File: config.mk
export PLATFORM = sky130hd
export DESIGN_NAME = fifo_trig_ctrl
export DESIGN_NICKNAME = d
export VERILOG_FILES = /design/src/rtl/ftc_pkg.sv /design/src/rtl/ftc_byte_fifo.sv /design/src/rtl/ftc_lane.sv /design/src/rtl/fifo_trig_ctrl.sv
export SDC_FILE = /design/constraint.sdc
export NUM_CORES = 1
export LEC_CHECK = 0
export ABC_AREA = 1
export CAP_MARGIN = 20
export CORE_MARGIN = 2
export CORE_UTILIZATION = 35
export CTS_CLUSTER_SIZE = 28
export DETAILED_ROUTE_END_ITERATION = 10
export DONT_BUFFER_PORTS = 1
export SETUP_SLACK_MARGIN = 0.05
export SLEW_MARGIN = 20
export SYNTH_ARGS = -nofsm -noshare
export SYNTH_HDL_FRONTEND = slang
export SYNTH_HIERARCHICAL = 1
export SYNTH_SLANG_ARGS = --single-unit
export TNS_END_PERCENT = 1
File: constraint.sdc
create_clock -name clk -period 2.6 [get_ports clk]
set_input_delay 0.65 -clock clk [delete_from_list [all_inputs] [get_ports clk]]
set_output_delay 0.65 -clock clk [all_outputs]
set_load 0.05 [all_outputs]
File: src/rtl/ftc_pkg.sv
// Package for the dual FIFO trigger controller.
// Holds the per-direction control field type and the bit positions of the
// control register fields that the read and write paths decode.
package ftc_pkg;

    localparam int TRIG_W = 3;

    // Per-direction control fields
    typedef struct packed {
        logic              owner;   // 0 master engine, 1 slave engine
        logic              flush;   // self-clearing flush request
        logic              dma_en;  // DMA request enable
        logic [TRIG_W-1:0] thr;     // fill-level trigger value
    } lane_cfg_t;

    // Field positions: RX half at the top, TX half at the bottom
    localparam int RX_OWN_BIT   = 31;
    localparam int RX_FLUSH_BIT = 30;
    localparam int RX_DMA_BIT   = 29;
    localparam int RX_THR_LSB   = 16;
    localparam int TX_OWN_BIT   = 15;
    localparam int TX_FLUSH_BIT = 14;
    localparam int TX_DMA_BIT   = 13;
    localparam int TX_THR_LSB   = 0;

    localparam logic [TRIG_W-1:0] THR_RESET = TRIG_W'(4);

endpackage

File: src/rtl/ftc_byte_fifo.sv
// Byte queue with a one-cycle synchronous flush.
// Shows the oldest entry on rdata_o before it is popped. A push when full or
// a pop when empty is dropped and sets a sticky error flag. During a flush
// cycle every strobe is ignored. Assumes DEPTH >= 2.
module ftc_byte_fifo #(
    parameter int DEPTH = 8,
    parameter int WIDTH = 8,
    localparam int PTR_W = $clog2(DEPTH),
    localparam int LVL_W = $clog2(DEPTH + 1)
) (
    input  logic             clk,
    input  logic             rst_n,
    input  logic             push_i,
    input  logic [WIDTH-1:0] wdata_i,
    input  logic             pop_i,
    input  logic             flush_i,
    output logic [WIDTH-1:0] rdata_o,
    output logic [LVL_W-1:0] level_o,
    output logic             full_o,
    output logic             empty_o,
    output logic             err_o
);

    logic [WIDTH-1:0] mem [DEPTH];
    logic [PTR_W-1:0] wr_ptr, rd_ptr;
    logic [LVL_W-1:0] count;
    logic             push_ok, pop_ok, drop;

    assign full_o  = (count == LVL_W'(DEPTH));
    assign empty_o = (count == '0);
    assign level_o = count;
    assign rdata_o = mem[rd_ptr];

    // Qualify strobes against the fill state and the flush cycle
    always_comb begin
        push_ok = push_i && !full_o && !flush_i;
        pop_ok  = pop_i && !empty_o && !flush_i;
        drop    = !flush_i && ((push_i && full_o) || (pop_i && empty_o));
    end

    // Store the incoming byte at the write pointer
    always_ff @(posedge clk) begin
        if (push_ok) mem[wr_ptr] <= wdata_i;
    end

    // Pointer, count and sticky error update
    always_ff @(posedge clk) begin
        if (!rst_n) begin
            wr_ptr <= '0;
            rd_ptr <= '0;
            count  <= '0;
            err_o  <= 1'b0;
        end else if (flush_i) begin
            wr_ptr <= '0;
            rd_ptr <= '0;
            count  <= '0;
        end else begin
            if (push_ok) wr_ptr <= (wr_ptr == PTR_W'(DEPTH - 1)) ? '0 : wr_ptr + 1'b1;
            if (pop_ok)  rd_ptr <= (rd_ptr == PTR_W'(DEPTH - 1)) ? '0 : rd_ptr + 1'b1;
            count <= count + LVL_W'(push_ok) - LVL_W'(pop_ok);
            if (drop) err_o <= 1'b1;
        end
    end

    assert_level_bound_R4: assert property (@(posedge clk) disable iff (!rst_n)
        count <= LVL_W'(DEPTH));
    assert_flush_empties_R8: assert property (@(posedge clk) disable iff (!rst_n)
        flush_i |=> (level_o == '0));
    assert_overflow_flags_R9: assert property (@(posedge clk) disable iff (!rst_n)
        (push_i && full_o && !pop_i && !flush_i) |=> (err_o && full_o));
    assert_err_sticky_R9: assert property (@(posedge clk) disable iff (!rst_n)
        err_o |=> err_o);

endmodule

File: src/rtl/ftc_lane.sv
// One direction of the controller: ownership steering, queue and trigger.
// IS_RX selects the direction. For RX the owning engine pushes and the host
// pops, and the trigger fires at or above the threshold, never at 0. For TX
// the host pushes and the owning engine pops, and the trigger fires at or
// below the threshold. Assumes owner_i comes straight from a register.
module ftc_lane
    import ftc_pkg::*;
#(
    parameter bit IS_RX = 1'b0,
    parameter int DEPTH = 8,
    parameter int WIDTH = 8,
    localparam int LVL_W = $clog2(DEPTH + 1)
) (
    input  logic             clk,
    input  logic             rst_n,
    input  lane_cfg_t        cfg_i,
    input  logic             host_stb_i,
    input  logic [WIDTH-1:0] host_data_i,
    input  logic             mst_stb_i,
    input  logic [WIDTH-1:0] mst_data_i,
    input  logic             slv_stb_i,
    input  logic [WIDTH-1:0] slv_data_i,
    output logic [WIDTH-1:0] head_o,
    output logic [LVL_W-1:0] level_o,
    output logic             full_o,
    output logic             empty_o,
    output logic             err_o,
    output logic             trig_o,
    output logic             dma_req_o
);

    logic             eng_stb;
    logic [WIDTH-1:0] eng_data;
    logic             push, pop;
    logic [WIDTH-1:0] wdata;
    logic [LVL_W-1:0] thr_ext;

    // Steer strobes and data from the engine that owns this queue
    always_comb begin
        eng_stb  = cfg_i.owner ? slv_stb_i  : mst_stb_i;
        eng_data = cfg_i.owner ? slv_data_i : mst_data_i;
        push     = IS_RX ? eng_stb    : host_stb_i;
        pop      = IS_RX ? host_stb_i : eng_stb;
        wdata    = IS_RX ? eng_data   : host_data_i;
    end

    ftc_byte_fifo #(.DEPTH(DEPTH), .WIDTH(WIDTH)) u_fifo (
        .clk     (clk),
        .rst_n   (rst_n),
        .push_i  (push),
        .wdata_i (wdata),
        .pop_i   (pop),
        .flush_i (cfg_i.flush),
        .rdata_o (head_o),
        .level_o (level_o),
        .full_o  (full_o),
        .empty_o (empty_o),
        .err_o   (err_o)
    );

    assign thr_ext = LVL_W'(cfg_i.thr);

    generate
        if (IS_RX) begin : g_rx_trig
            // Fill reached the threshold; a zero threshold never fires
            assign trig_o = (cfg_i.thr != '0) && (level_o >= thr_ext);
            assert_zero_thr_quiet_R5: assert property (@(posedge clk) disable iff (!rst_n)
                (cfg_i.thr == '0) |-> (!trig_o && !dma_req_o));
        end else begin : g_tx_trig
            // Fill dropped to the threshold or below: ask for more data
            assign trig_o = (level_o <= thr_ext);
        end
    endgenerate

    assign dma_req_o = cfg_i.dma_en && trig_o;

    assert_non_owner_ignored_R3: assert property (@(posedge clk) disable iff (!rst_n)
        (!host_stb_i && !cfg_i.flush &&
         ((cfg_i.owner && mst_stb_i && !slv_stb_i) ||
          (!cfg_i.owner && slv_stb_i && !mst_stb_i)))
        |=> ($stable(level_o) && $stable(head_o) && $stable(err_o)));

endmodule

File: src/rtl/fifo_trig_ctrl.sv
// Top of the dual FIFO trigger and flush controller.
// Holds the 32-bit control register, clears each flush bit one cycle after it
// is set, and instantiates one TX lane and one RX lane. Reserved register bits
// are not stored. Assumes single-cycle write strobes.
module fifo_trig_ctrl
    import ftc_pkg::*;
#(
    parameter int DEPTH = 8,
    parameter int WIDTH = 8,
    localparam int LVL_W = $clog2(DEPTH + 1)
) (
    input  logic             clk,
    input  logic             rst_n,
    input  logic             cfg_wr,
    input  logic [31:0]      cfg_wdata,
    output logic [31:0]      cfg_rdata,
    input  logic             tx_host_wr,
    input  logic [WIDTH-1:0] tx_host_data,
    input  logic             tx_mst_rd,
    input  logic             tx_slv_rd,
    output logic [WIDTH-1:0] tx_head,
    output logic [LVL_W-1:0] tx_level,
    output logic             tx_full,
    output logic             tx_empty,
    output logic             tx_err,
    output logic             tx_trig,
    output logic             tx_dma_req,
    input  logic             rx_mst_wr,
    input  logic [WIDTH-1:0] rx_mst_data,
    input  logic             rx_slv_wr,
    input  logic [WIDTH-1:0] rx_slv_data,
    input  logic             rx_host_rd,
    output logic [WIDTH-1:0] rx_head,
    output logic [LVL_W-1:0] rx_level,
    output logic             rx_full,
    output logic             rx_empty,
    output logic             rx_err,
    output logic             rx_trig,
    output logic             rx_dma_req
);

    lane_cfg_t tx_cfg, rx_cfg;

    // Register write; flush bits live for one cycle only
    always_ff @(posedge clk) begin
        if (!rst_n) begin
            tx_cfg <= '{owner: 1'b0, flush: 1'b0, dma_en: 1'b0, thr: THR_RESET};
            rx_cfg <= '{owner: 1'b0, flush: 1'b0, dma_en: 1'b0, thr: THR_RESET};
        end else begin
            tx_cfg.flush <= cfg_wr && cfg_wdata[TX_FLUSH_BIT];
            rx_cfg.flush <= cfg_wr && cfg_wdata[RX_FLUSH_BIT];
            if (cfg_wr) begin
                tx_cfg.owner  <= cfg_wdata[TX_OWN_BIT];
                tx_cfg.dma_en <= cfg_wdata[TX_DMA_BIT];
                tx_cfg.thr    <= cfg_wdata[TX_THR_LSB +: TRIG_W];
                rx_cfg.owner  <= cfg_wdata[RX_OWN_BIT];
                rx_cfg.dma_en <= cfg_wdata[RX_DMA_BIT];
                rx_cfg.thr    <= cfg_wdata[RX_THR_LSB +: TRIG_W];
            end
        end
    end

    // Assemble the read value; unlisted bits stay zero
    always_comb begin
        cfg_rdata = '0;
        cfg_rdata[TX_OWN_BIT]                 = tx_cfg.owner;
        cfg_rdata[TX_FLUSH_BIT]               = tx_cfg.flush;
        cfg_rdata[TX_DMA_BIT]                 = tx_cfg.dma_en;
        cfg_rdata[TX_THR_LSB +: TRIG_W]       = tx_cfg.thr;
        cfg_rdata[RX_OWN_BIT]                 = rx_cfg.owner;
        cfg_rdata[RX_FLUSH_BIT]               = rx_cfg.flush;
        cfg_rdata[RX_DMA_BIT]                 = rx_cfg.dma_en;
        cfg_rdata[RX_THR_LSB +: TRIG_W]       = rx_cfg.thr;
    end

    ftc_lane #(.IS_RX(1'b0), .DEPTH(DEPTH), .WIDTH(WIDTH)) u_tx_lane (
        .clk         (clk),
        .rst_n       (rst_n),
        .cfg_i       (tx_cfg),
        .host_stb_i  (tx_host_wr),
        .host_data_i (tx_host_data),
        .mst_stb_i   (tx_mst_rd),
        .mst_data_i  ('0),
        .slv_stb_i   (tx_slv_rd),
        .slv_data_i  ('0),
        .head_o      (tx_head),
        .level_o     (tx_level),
        .full_o      (tx_full),
        .empty_o     (tx_empty),
        .err_o       (tx_err),
        .trig_o      (tx_trig),
        .dma_req_o   (tx_dma_req)
    );

    ftc_lane #(.IS_RX(1'b1), .DEPTH(DEPTH), .WIDTH(WIDTH)) u_rx_lane (
        .clk         (clk),
        .rst_n       (rst_n),
        .cfg_i       (rx_cfg),
        .host_stb_i  (rx_host_rd),
        .host_data_i ('0),
        .mst_stb_i   (rx_mst_wr),
        .mst_data_i  (rx_mst_data),
        .slv_stb_i   (rx_slv_wr),
        .slv_data_i  (rx_slv_data),
        .head_o      (rx_head),
        .level_o     (rx_level),
        .full_o      (rx_full),
        .empty_o     (rx_empty),
        .err_o       (rx_err),
        .trig_o      (rx_trig),
        .dma_req_o   (rx_dma_req)
    );

    assert_tx_flush_visible_R8: assert property (@(posedge clk) disable iff (!rst_n)
        (cfg_wr && cfg_wdata[TX_FLUSH_BIT]) |=> cfg_rdata[TX_FLUSH_BIT]);
    assert_tx_flush_selfclear_R8: assert property (@(posedge clk) disable iff (!rst_n)
        (cfg_rdata[TX_FLUSH_BIT] && !cfg_wr) |=> !cfg_rdata[TX_FLUSH_BIT]);
    assert_rx_flush_selfclear_R8: assert property (@(posedge clk) disable iff (!rst_n)
        (cfg_rdata[RX_FLUSH_BIT] && !cfg_wr) |=> !cfg_rdata[RX_FLUSH_BIT]);

endmodule

==> results of run 1 <==
-- through the flow --
stage | TNS, ns | setup slack (ns) | instance area [µm²] | std cells | utilization
floorplan | -0.00724 | -0.00724 | 8340 | 931 | -
finish | 0 | 0.171 | 9650 | 1301 | 0.414
global placement | 0 | 0.215 | 9050 | 1269 | 0.388
detailed placement | 0 | 0.179 | 9050 | 1269 | 0.388
global route | 0 | 0.0202 | 9650 | 1301 | 0.414
CTS | 0 | 0.0611 | 9630 | 1301 | 0.413
-- synthesized netlist by cell type, types with 2 or more instances --
library cell,count
a21oi_1,8
buf_2,5
buf_4,28
buf_6,15
dfxtp_1,40
edfxtp_1,128
fa_1,2
ha_1,26
inv_1,195
inv_4,4
mux2_4,9
nand2_1,283
nand2_4,4
nand3_1,77
nand3b_1,2
nand4_1,2
nor2_1,51
nor2_2,4
nor2_4,4
nor3_1,16
o21ai_0,2
xor2_1,2
-- flip-flops by register name (all words and copies together), names as in the netlist, named ones only --
name                      count
u_rx_lane/u_fifo/level_o      4
u_tx_lane/u_fifo/level_o      4
u_tx_lane/u_fifo/err_o        1
u_rx_lane/u_fifo/rd_ptr       3
u_tx_lane/u_fifo/rd_ptr       3
u_rx_lane/u_fifo/wr_ptr       3
cfg_rdata                    12
u_tx_lane/u_fifo/wr_ptr       3
u_tx_lane/u_fifo/mem         64
u_rx_lane/u_fifo/err_o        1
u_rx_lane/u_fifo/mem         64
-- cell type report --
cell class,instances,area [µm²],share of cell area
inverter,200,761,0.0788
timing repair buffer,67,723,0.0749
sequential,168,4650,0.482
multi-input combinational,515,2540,0.264
clock buffer,17,425,0.0441
tap,319,399,0.0413
clock inverter,15,151,0.0157
-- cell families after synthesis --
group	count (synthesis)	share of synthesized area
AND/OR/NAND/NOR	444	0.226
buffers and inverters	248	0.141
flip-flops	168	0.562
adder cells (fa/ha/maj)	28	0.0442
AO/OA/AOI/OAI	11	0.00711
multiplexers	10	0.0177
XOR/XNOR	2	0.00212
other	1	0.000453
-- critical path, cell delays in order, from the launching register on --
cell and delay, ns:
dfxtp_1 0.33, buf_6 0.16, ha_4 0.27, inv_1 0.03, nor2_1 0.07, nand2_1 0.06
nand3_1 0.06, nand2_1 0.08, nor2_1 0.12, buf_6 0.17
-- per-layer routing --
layer  share of wire  global-route usage
met5               0                   0
met4           0.010              0.0398
met3           0.059              0.0386
met2            0.48               0.224
met1            0.46               0.184
-- worst paths after layout --
kind	start	end	cells past startpoint
worst max-delay path	u_rx_lane/u_fifo/level_o[2]$_SDFF_PP0_	rx_dma_req	9
worst min-delay path	rst_n	cfg_rdata[2]$_SDFFE_PN1P_	1
worst max register to register	u_rx_lane/u_fifo/level_o[3]$_SDFF_PP0_	u_rx_lane/u_fifo/level_o[2]$_SDFF_PP0_	12
worst min register to register	u_tx_lane/u_fifo/rd_ptr[1]$_SDFFE_PP0N_	u_tx_lane/u_fifo/rd_ptr[1]$_SDFFE_PP0N_	4
-- power groups by stage --
stage               Clock (mW)  Sequential [mW]  Combinational [mW]
floorplan                    0             3.66                2.91
global placement             0             3.52                4.45
detailed placement           0             3.53                4.51
CTS                       2.47             3.47                4.52
global route              2.60             3.51                4.91
finish                    2.41             3.47                4.48
-- repair_timing --
item | in CTS | in global routing
setup endpoints to repair | 0 | 3
gates resized for setup | 0 | 6
buffers inserted | 0 | 0
==> results.json, run 1 <==
{
  "antenna_found_initial": 0,
  "max_freq_mhz": 412,
  "hold_viol": 0,
  "netlist_instances": 912,
  "final_cell_mix": "nand2_1, inv_1, edfxtp_1",
  "ys_warn_count": 6,
  "yosys_register_bits": 168,
  "rsz0062_at_grt": "true",
  "peakVddDrop_mv": 0.648,
  "num_io_pins": 131,
  "gp_congestion": 0.739,
  "dieHeight_um": 158,
  "worst-path-max-fanout": 2,
  "area_delta_synth_final_pct": 16.7,
  "final_antenna_net_count": 0,
  "routed_wirelength_um": 16500,
  "start_util": 0.354,
  "numCtsBuffers": 17,
  "status": "finished, final reports clean",
  "fin_crit_sh": 0.934,
  "grt_max_degree": 33,
  "min_path_type": "input pin to flop",
  "setup_viol": 0,
  "dp_hpwl_um": 11000,
  "cts-root-buf": "clkbuf_16",
  "synthTopCellsByArea": "edfxtp_1, nand2_1, dfxtp_1",
  "power_mw": 10.4,
  "grt_overflow": 0,
  "nFillCells": 2226,
  "synth_edf_count": 128,
  "clock-sinks": 168,
  "drive_gt1_frac": 0.133,
  "num_vias": 5557,
  "crit_path_end_kind": "output port",
  "grt_pass1_wl_um": 26300,
  "synth_flop_cell": "edfxtp_1",
  "p_sw_mw": 4.20,
  "core_mm2": 0.0233,
  "cap_viol_max_count": 0,
  "fp-row-count": 56,
  "die_x_um": 158,
  "die_area_mm2": 0.0249,
  "nets": 1062,
  "synth_top_cell_by_area": "edfxtp_1",
  "num_antenna_cells": 0,
  "cts_buffer_depth": 2,
  "h-tree-depth": 4,
  "insertion_delay_ns": 0.42,
  "ys_types": 27,
  "pwr-share-comb": 0.432,
  "drc_errors": 0,
  "track_usage": 0.139,
  "p_leak_nw": 4.59,
  "critPathKind": "flop to output port",
  "yosysSeqAreaShare": 0.562,
  "seqPwrFrac": 0.335,
  "slew-limit-headroom": 0.643,
  "finalMaxSlewViolations": 0,
  "viasPerCell": 4.27,
  "clkTransAtPathRegs_ns": 0.07,
  "finClkSkew_ns": 0.0133,
  "firstDrtPassIters": 8,
  "wire_per_inst_um": 12.7,
  "yosys.area.top_type_share": 0.465,
  "p_int_mw": 6.16,
  "clock_power_share": 0.233,
  "syn_area_mm2": 0.00827,
  "cts_tree": "done",
  "grt_pass1_vias": 5217,
  "worstMarginPinSlew_ns": 0.534,
  "synth_area_per_cell_um2": 9.07,
  "drtIter0Drc": 273,
  "final_common_cell": "nand2_1",
  "powerDensity_mw_per_mm2": 1070,
  "async_reset_ff_frac": 0,
  "crit_arrival_ns": 1.78,
  "critPathRequiredTime_ns": 1.95,
  "period_minus_slack_ns": 2.43,
  "startpoint_type": "flop",
  "reg2reg_slack_ns": 0.40,
  "p_sw_frac": 0.406,
  "whs_ns": 0.312,
  "port_buffers": 0,
  "cts_hold_buf": 0
}
No activity file was read; power rests on OpenSTA's default activity.
==> inputs of run 2 (changes only) <==
--- a/config.mk
+++ b/config.mk
@@ -6,12 +6,11 @@
 export NUM_CORES = 1
 export LEC_CHECK = 0
 export ABC_AREA = 1
+export BUFFER_PORTS_ARGS = -buffer_cell sky130_fd_sc_hd__buf_4
 export CAP_MARGIN = 20
-export CORE_MARGIN = 2
 export CORE_UTILIZATION = 35
 export CTS_CLUSTER_SIZE = 28
 export DETAILED_ROUTE_END_ITERATION = 10
-export DONT_BUFFER_PORTS = 1
 export SETUP_SLACK_MARGIN = 0.05
 export SLEW_MARGIN = 20
 export SYNTH_ARGS = -nofsm -noshare
==> results.json, run 2 (same netlist as run 1, synthesis figures left out) <==
{
  "critPathRequiredTime_ns": 1.95,
  "h-tree-depth": 4,
  "num_antenna_cells": 0,
  "use_met1": 0.198,
  "reg2reg_slack_ns": 0.42,
  "firstDrtPassIters": 5,
  "grt_pass1_wl_um": 27300,
  "clkTransAtPathRegs_ns": 0.07,
  "cts_tree": "done",
  "grt_overflow": 0,
  "worst-path-max-fanout": 4,
  "cts-root-buf": "clkbuf_16",
  "antenna_found_initial": 0,
  "fp-row-count": 55,
  "startpoint_type": "flop",
  "min_path_type": "input pin to flop",
  "hold_viol": 0,
  "fin_util": 0.427,
  "track_usage": 0.148,
  "drc_errors": 0,
  "place_area_mm2": 0.00922,
  "cts_hold_buf": 0,
  "grt_pass1_vias": 5403,
  "cap_viol_max_count": 0,
  "final_cell_mix": "nand2_1, inv_1, edfxtp_1",
  "grt_max_degree": 33,
  "cts_buffer_depth": 2,
  "drive_gt1_frac": 0.177,
  "multiInputGateArea_mm2": 0.00253,
  "fin_crit_sh": 0.934,
  "crit_path_end_kind": "output port",
  "setup_viol": 0,
  "grt_use_met2": 0.232,
  "routed_wirelength_um": 16900,
  "crit_arrival_ns": 1.78,
  "final_common_cell": "nand2_1",
  "wire_per_inst_um": 12.5,
  "nets": 1113,
  "grt-busiest-layer": "met2",
  "die_area_mm2": 0.0242,
  "peakVddDrop_mv": 0.834,
  "numCtsBuffers": 17,
  "area_delta_synth_final_pct": 18.4,
  "fin_setup_tns_ns": 0,
  "gp_congestion": 0.764,
  "status": "finished, final reports clean",
  "viasPerCell": 4.26,
  "die_x_um": 156,
  "period_minus_slack_ns": 2.43,
  "register_area_mm2": 0.00465,
  "drtIter0Drc": 355,
  "final_antenna_net_count": 0,
  "rsz0062_at_grt": "true",
  "port_buffers": 90,
  "finalMaxSlewViolations": 0,
  "core_mm2": 0.0229,
  "grtUsageMet3": 0.0406,
  "clock-sinks": 168,
  "num_vias": 5739,
  "p_leak_nw": 4.76,
  "critPathKind": "flop to output port",
  "max_freq_mhz": 412,
  "insertion_delay_ns": 0.43,
  "start_util": 0.361,
  "dieHeight_um": 156,
  "dp_hpwl_um": 11100,
  "fin_area_mm2": 0.00979,
  "powerDensity_mw_per_mm2": 1020,
  "nFillCells": 2259,
  "num_io_pins": 131,
  "finClkSkew_ns": 0.0136
}
run 2: cell types whose count changed in the layout (fill, tap and decap cells not counted):
cell and change:
buf_4 +70, buf_12 -17, clkinv_4 -5, clkinv_2 +3, inv_6 +3, buf_6 -2, clkinv_1 -2, clkinv_8 -1
clkinvlp_4 +1, ha_1 +1, ha_4 -1, inv_8 +1
run 2: metrics by stage:
| stage | hold slack, ns | cells | worst slack (ns) | power [mW] |
|---|---|---|---|---|
| finish | 0.423 | 1346 | 0.171 | 9.97 |
| detailed placement | 0.437 | 1314 | 0.144 | 7.62 |
| floorplan | 0.501 | 931 | -0.00724 | 6.57 |
| global placement | 0.434 | 1314 | 0.180 | 7.56 |
| global route | 0.404 | 1346 | 0.0412 | 10.6 |
| CTS | 0.407 | 1346 | 0.0997 | 10.1 |
run 2: area by class of cell:
type / count / area share
Clock buffer: 17 / 0.0435
Clock inverter: 15 / 0.0147
Inverter: 200 / 0.0777
Multi-Input combinational cell: 515 / 0.259
Sequential cell: 168 / 0.475
Tap cell: 313 / 0.0400
Timing Repair Buffer: 118 / 0.0905
run 2: path summary, 6_finish.rpt:
path | from | endpoint | cells after the start
setup / recovery | cfg_rdata[18]$_SDFFE_PN1P_ | rx_dma_req | 9
hold reg to reg | u_rx_lane/u_fifo/err_o$_SDFFE_PN0P_ | u_rx_lane/u_fifo/err_o$_SDFFE_PN0P_ | 2
hold / removal | cfg_wdata[18] | cfg_rdata[18]$_SDFFE_PN1P_ | 3
setup reg to reg | u_rx_lane/u_fifo/level_o[3]$_SDFF_PP0_ | u_rx_lane/u_fifo/level_o[2]$_SDFF_PP0_ | 12
run 2: routing by layer:
metal	up-vias	wire (µm)	part of all wire
li1	2982	-	-
met1	2609	7940	0.47
met2	133	7760	0.46
met3	15	956	0.057
met4	0	210	0.012
met5	-	0	0
run 2: power by group:
group,leakage [nW],internal (mW),switching (mW)
Combinational,2.99,1.27,2.84
Sequential,1.49,3.19,0.222
Clock,0.278,1.34,1.11
run 2: timing repair:
action | CTS | global route
gates resized for setup | 0 | 3
endpoints found under the setup margin | 0 | 3
setup buffers | 0 | 0
run 2: worst max-delay path, cell delays in order (launching register included):
cell     delay [ns]
dfxtp_1        0.39
inv_1          0.06
ha_1           0.30
inv_1          0.04
nor2_1         0.08
nand2_1        0.05
nand3_1        0.06
nand2_1        0.07
nor2_1         0.09
buf_4          0.20
==> inputs of run 3 (changes only) <==
--- a/config.mk
+++ b/config.mk
@@ -15,6 +15,5 @@
 export SLEW_MARGIN = 20
 export SYNTH_ARGS = -nofsm -noshare
 export SYNTH_HDL_FRONTEND = slang
-export SYNTH_HIERARCHICAL = 1
 export SYNTH_SLANG_ARGS = --single-unit
 export TNS_END_PERCENT = 1
==> results.json, run 3 <==
{
  "whs_ns": 0.431,
  "synthAdderAreaFrac": 0.0481,
  "crit_path_end_kind": "output port",
  "grt_pass1_vias": 4924,
  "insertion_delay_ns": 0.43,
  "clock-sinks": 168,
  "h-tree-depth": 4,
  "worst-path-max-fanout": 32,
  "pre_cts_slack_ns": 0.280,
  "synth_edf_count": 128,
  "yosysSeqAreaShare": 0.611,
  "cts_buffer_depth": 2,
  "final_antenna_net_count": 0,
  "drc_errors": 0,
  "cp_common_cell": "nand2_1",
  "grt_max_degree": 33,
  "async_reset_ff_frac": 0,
  "viasPerCell": 4.45,
  "yosysMostFrequentCell": "nor2_1",
  "start_util": 0.359,
  "synthTopCellsByArea": "edfxtp_1, dfxtp_1, nor2_1",
  "grtUsageMet3": 0.0391,
  "clkTransAtPathRegs_ns": 0.07,
  "crit_arrival_ns": 1.80,
  "core_mm2": 0.0212,
  "cts_tree": "done",
  "synth-xor-area-share": 0.00231,
  "rsz0062_at_grt": "true",
  "fp-row-count": 53,
  "postCtsSetupRepairBufs": 0,
  "max_stage_delay_ns": 0.37,
  "cap_viol_max_count": 0,
  "powerDensity_mw_per_mm2": 1050,
  "status": "finished, final reports clean",
  "synth_top_family_by_area": "simple AND/OR/NAND/NOR gates",
  "finalMaxSlewViolations": 0,
  "wire_per_inst_um": 13.1,
  "grt_pass1_wl_um": 24700,
  "syn_area_mm2": 0.00760,
  "p_int_mw": 5.97,
  "hold_viol": 0,
  "p_leak_nw": 3.93,
  "synth_flop_cell": "edfxtp_1",
  "grt_overflow": 0,
  "ys_warn_count": 0,
  "routed_wirelength_um": 15400,
  "cts-root-buf": "clkbuf_16",
  "synth_top_cell_by_area": "edfxtp_1",
  "period_minus_slack_ns": 2.45,
  "instances_no_fill": 1172,
  "drive_gt1_frac": 0.193,
  "gp_congestion": 0.746,
  "ys_types": 29,
  "synth_compound_area_frac": 0.0624,
  "final_cell_mix": "nor2_1, nand2_1, edfxtp_1",
  "crit_buf_inv": 2,
  "die_area_mm2": 0.0223,
  "die_x_um": 149,
  "antenna_found_initial": 0,
  "pwr-share-comb": 0.372,
  "netlist_instances": 777,
  "fin_crit_sh": 0.942,
  "grt-busiest-layer": "met2",
  "area_delta_synth_final_pct": 21.3,
  "synth-simple-area-share": 0.197,
  "yosys-top-cells-count": "nor2_1, nand2_1, edfxtp_1, o21ai_0, inv_1",
  "grt_use_met2": 0.233,
  "yosys_register_bits": 168,
  "seqPwrFrac": 0.341,
  "postLayoutSetupSlackWorst_ns": 0.152,
  "firstDrtPassIters": 4,
  "num_vias": 5216,
  "slowest_stage": "inv_2",
  "drtIter0Drc": 235,
  "max_freq_mhz": 408,
  "setup_viol": 0,
  "finClkSkew_ns": 0.0125,
  "startpoint_type": "flop",
  "peakVddDrop_mv": 0.691,
  "critPathTopFamily": "buffers and inverters",
  "numCtsBuffers": 17,
  "yosys.area.top_type_share": 0.506,
  "num_io_pins": 131,
  "min_path_type": "input pin to flop",
  "port_buffers": 90,
  "dp_cells": 1140,
  "dp_hpwl_um": 10200,
  "p_sw_mw": 3.75,
  "critPathKind": "flop to output port",
  "p_sw_frac": 0.386,
  "synth_area_per_cell_um2": 9.78,
  "nets": 977,
  "use_met1": 0.193,
  "nFillCells": 1959,
  "track_usage": 0.148,
  "synth_mux_area_frac": 0,
  "dieHeight_um": 149,
  "worstPathCellList": "inv_2, o21ai_0, nand2_1, nand2_1, nand2_1, buf_4",
  "clock_power_share": 0.287,
  "num_antenna_cells": 0,
  "final_common_cell": "nor2_1",
  "critPathRequiredTime_ns": 1.95
}
## run 3: cell types whose count changed after synthesis, moves of 8 or more
cell	delta
nand2_1	-127
nand3_1	-66
o21ai_0	+54
nor3_1	-8
inv_1	-141
nor2_1	+136
mux2_4	-9
buf_6	-8
o21ai_1	+18
## run 3: repair_timing
action | CTS | global route
cloned | 0 | 0
resized for setup | 2 | 5
endpoints found under the setup margin | 8 | 17
pin swaps | 0 | 0
hold buffers | 0 | 0
## run 3: layer usage
| metal | vias up | wire, µm | share of wire |
|---|---|---|---|
| li1 | 2707 | - | - |
| met1 | 2359 | 7280 | 0.47 |
| met3 | 21 | 798 | 0.052 |
| met2 | 129 | 7030 | 0.46 |
| met5 | - | 0 | 0 |
| met4 | 0 | 269 | 0.017 |
## run 3: cells by family after synthesis
logic type | Yosys count
other cells | 1
buf+inv | 111
simple gates | 375
flops | 168
fa+ha+maj | 28
xor+xnor | 2
compound gates | 92
## run 3: worst paths after layout
check	from	slack [ns]	endpoint	cells after the start
max	flop	0.15	tx_head[2]	6
min	cfg_wdata[18]	0.43	cfg_rdata[18]$_SDFFE_PN1P_	3
max reg2reg	u_rx_lane.u_fifo.level_o[3]$_SDFF_PP0_	0.35	u_rx_lane.u_fifo.level_o[2]$_SDFF_PP0_	12
min reg2reg	cfg_rdata[29]$_SDFFE_PN0P_	0.49	cfg_rdata[29]$_SDFFE_PN0P_	2
## run 3: layout make-up
type | count | area, µm² | share of cell area
clock buffers | 17 | 425 | 0.0462
clock inverters | 15 | 234 | 0.0254
inverters | 63 | 244 | 0.0265
multi-input cells | 517 | 2440 | 0.264
flip-flops and latches | 168 | 4650 | 0.505
well taps | 275 | 344 | 0.0373
repair buffers | 117 | 882 | 0.0957
## run 3: metrics by stage
stage	area (µm²)	setup TNS, ns	util	power, mW
floorplan	7670	-0.0144	-	6.05
global placement	8540	0	0.404	6.97
detailed placement	8540	0	0.404	7.01
CTS	9200	0	0.435	9.79
global route	9220	-0.0505	0.436	10.3
finish	9220	0	0.436	9.72
## run 3: power by group through the flow
| stage | clock network (mW) | logic [mW] | registers, mW |
|---|---|---|---|
| 2_1_floorplan | 0 | 2.51 | 3.54 |
| 3_3_place_gp | 0 | 3.61 | 3.36 |
| 3_5_place_dp | 0 | 3.64 | 3.36 |
| 4_1_cts | 2.83 | 3.65 | 3.31 |
| 5_1_grt | 2.94 | 4.02 | 3.35 |
| 6_report | 2.79 | 3.62 | 3.31 |
## run 3: worst register-to-register path, cell delays in order (launching register included)
cell and delay [ns]:
dfxtp_1 0.39, inv_1 0.09, ha_1 0.18, nand2_1 0.14
nand3_2 0.14, inv_1 0.10, ha_1 0.23, inv_1 0.06
ha_1 0.16, inv_1 0.06, fa_1 0.38, xor2_1 0.17
nor2_1 0.08
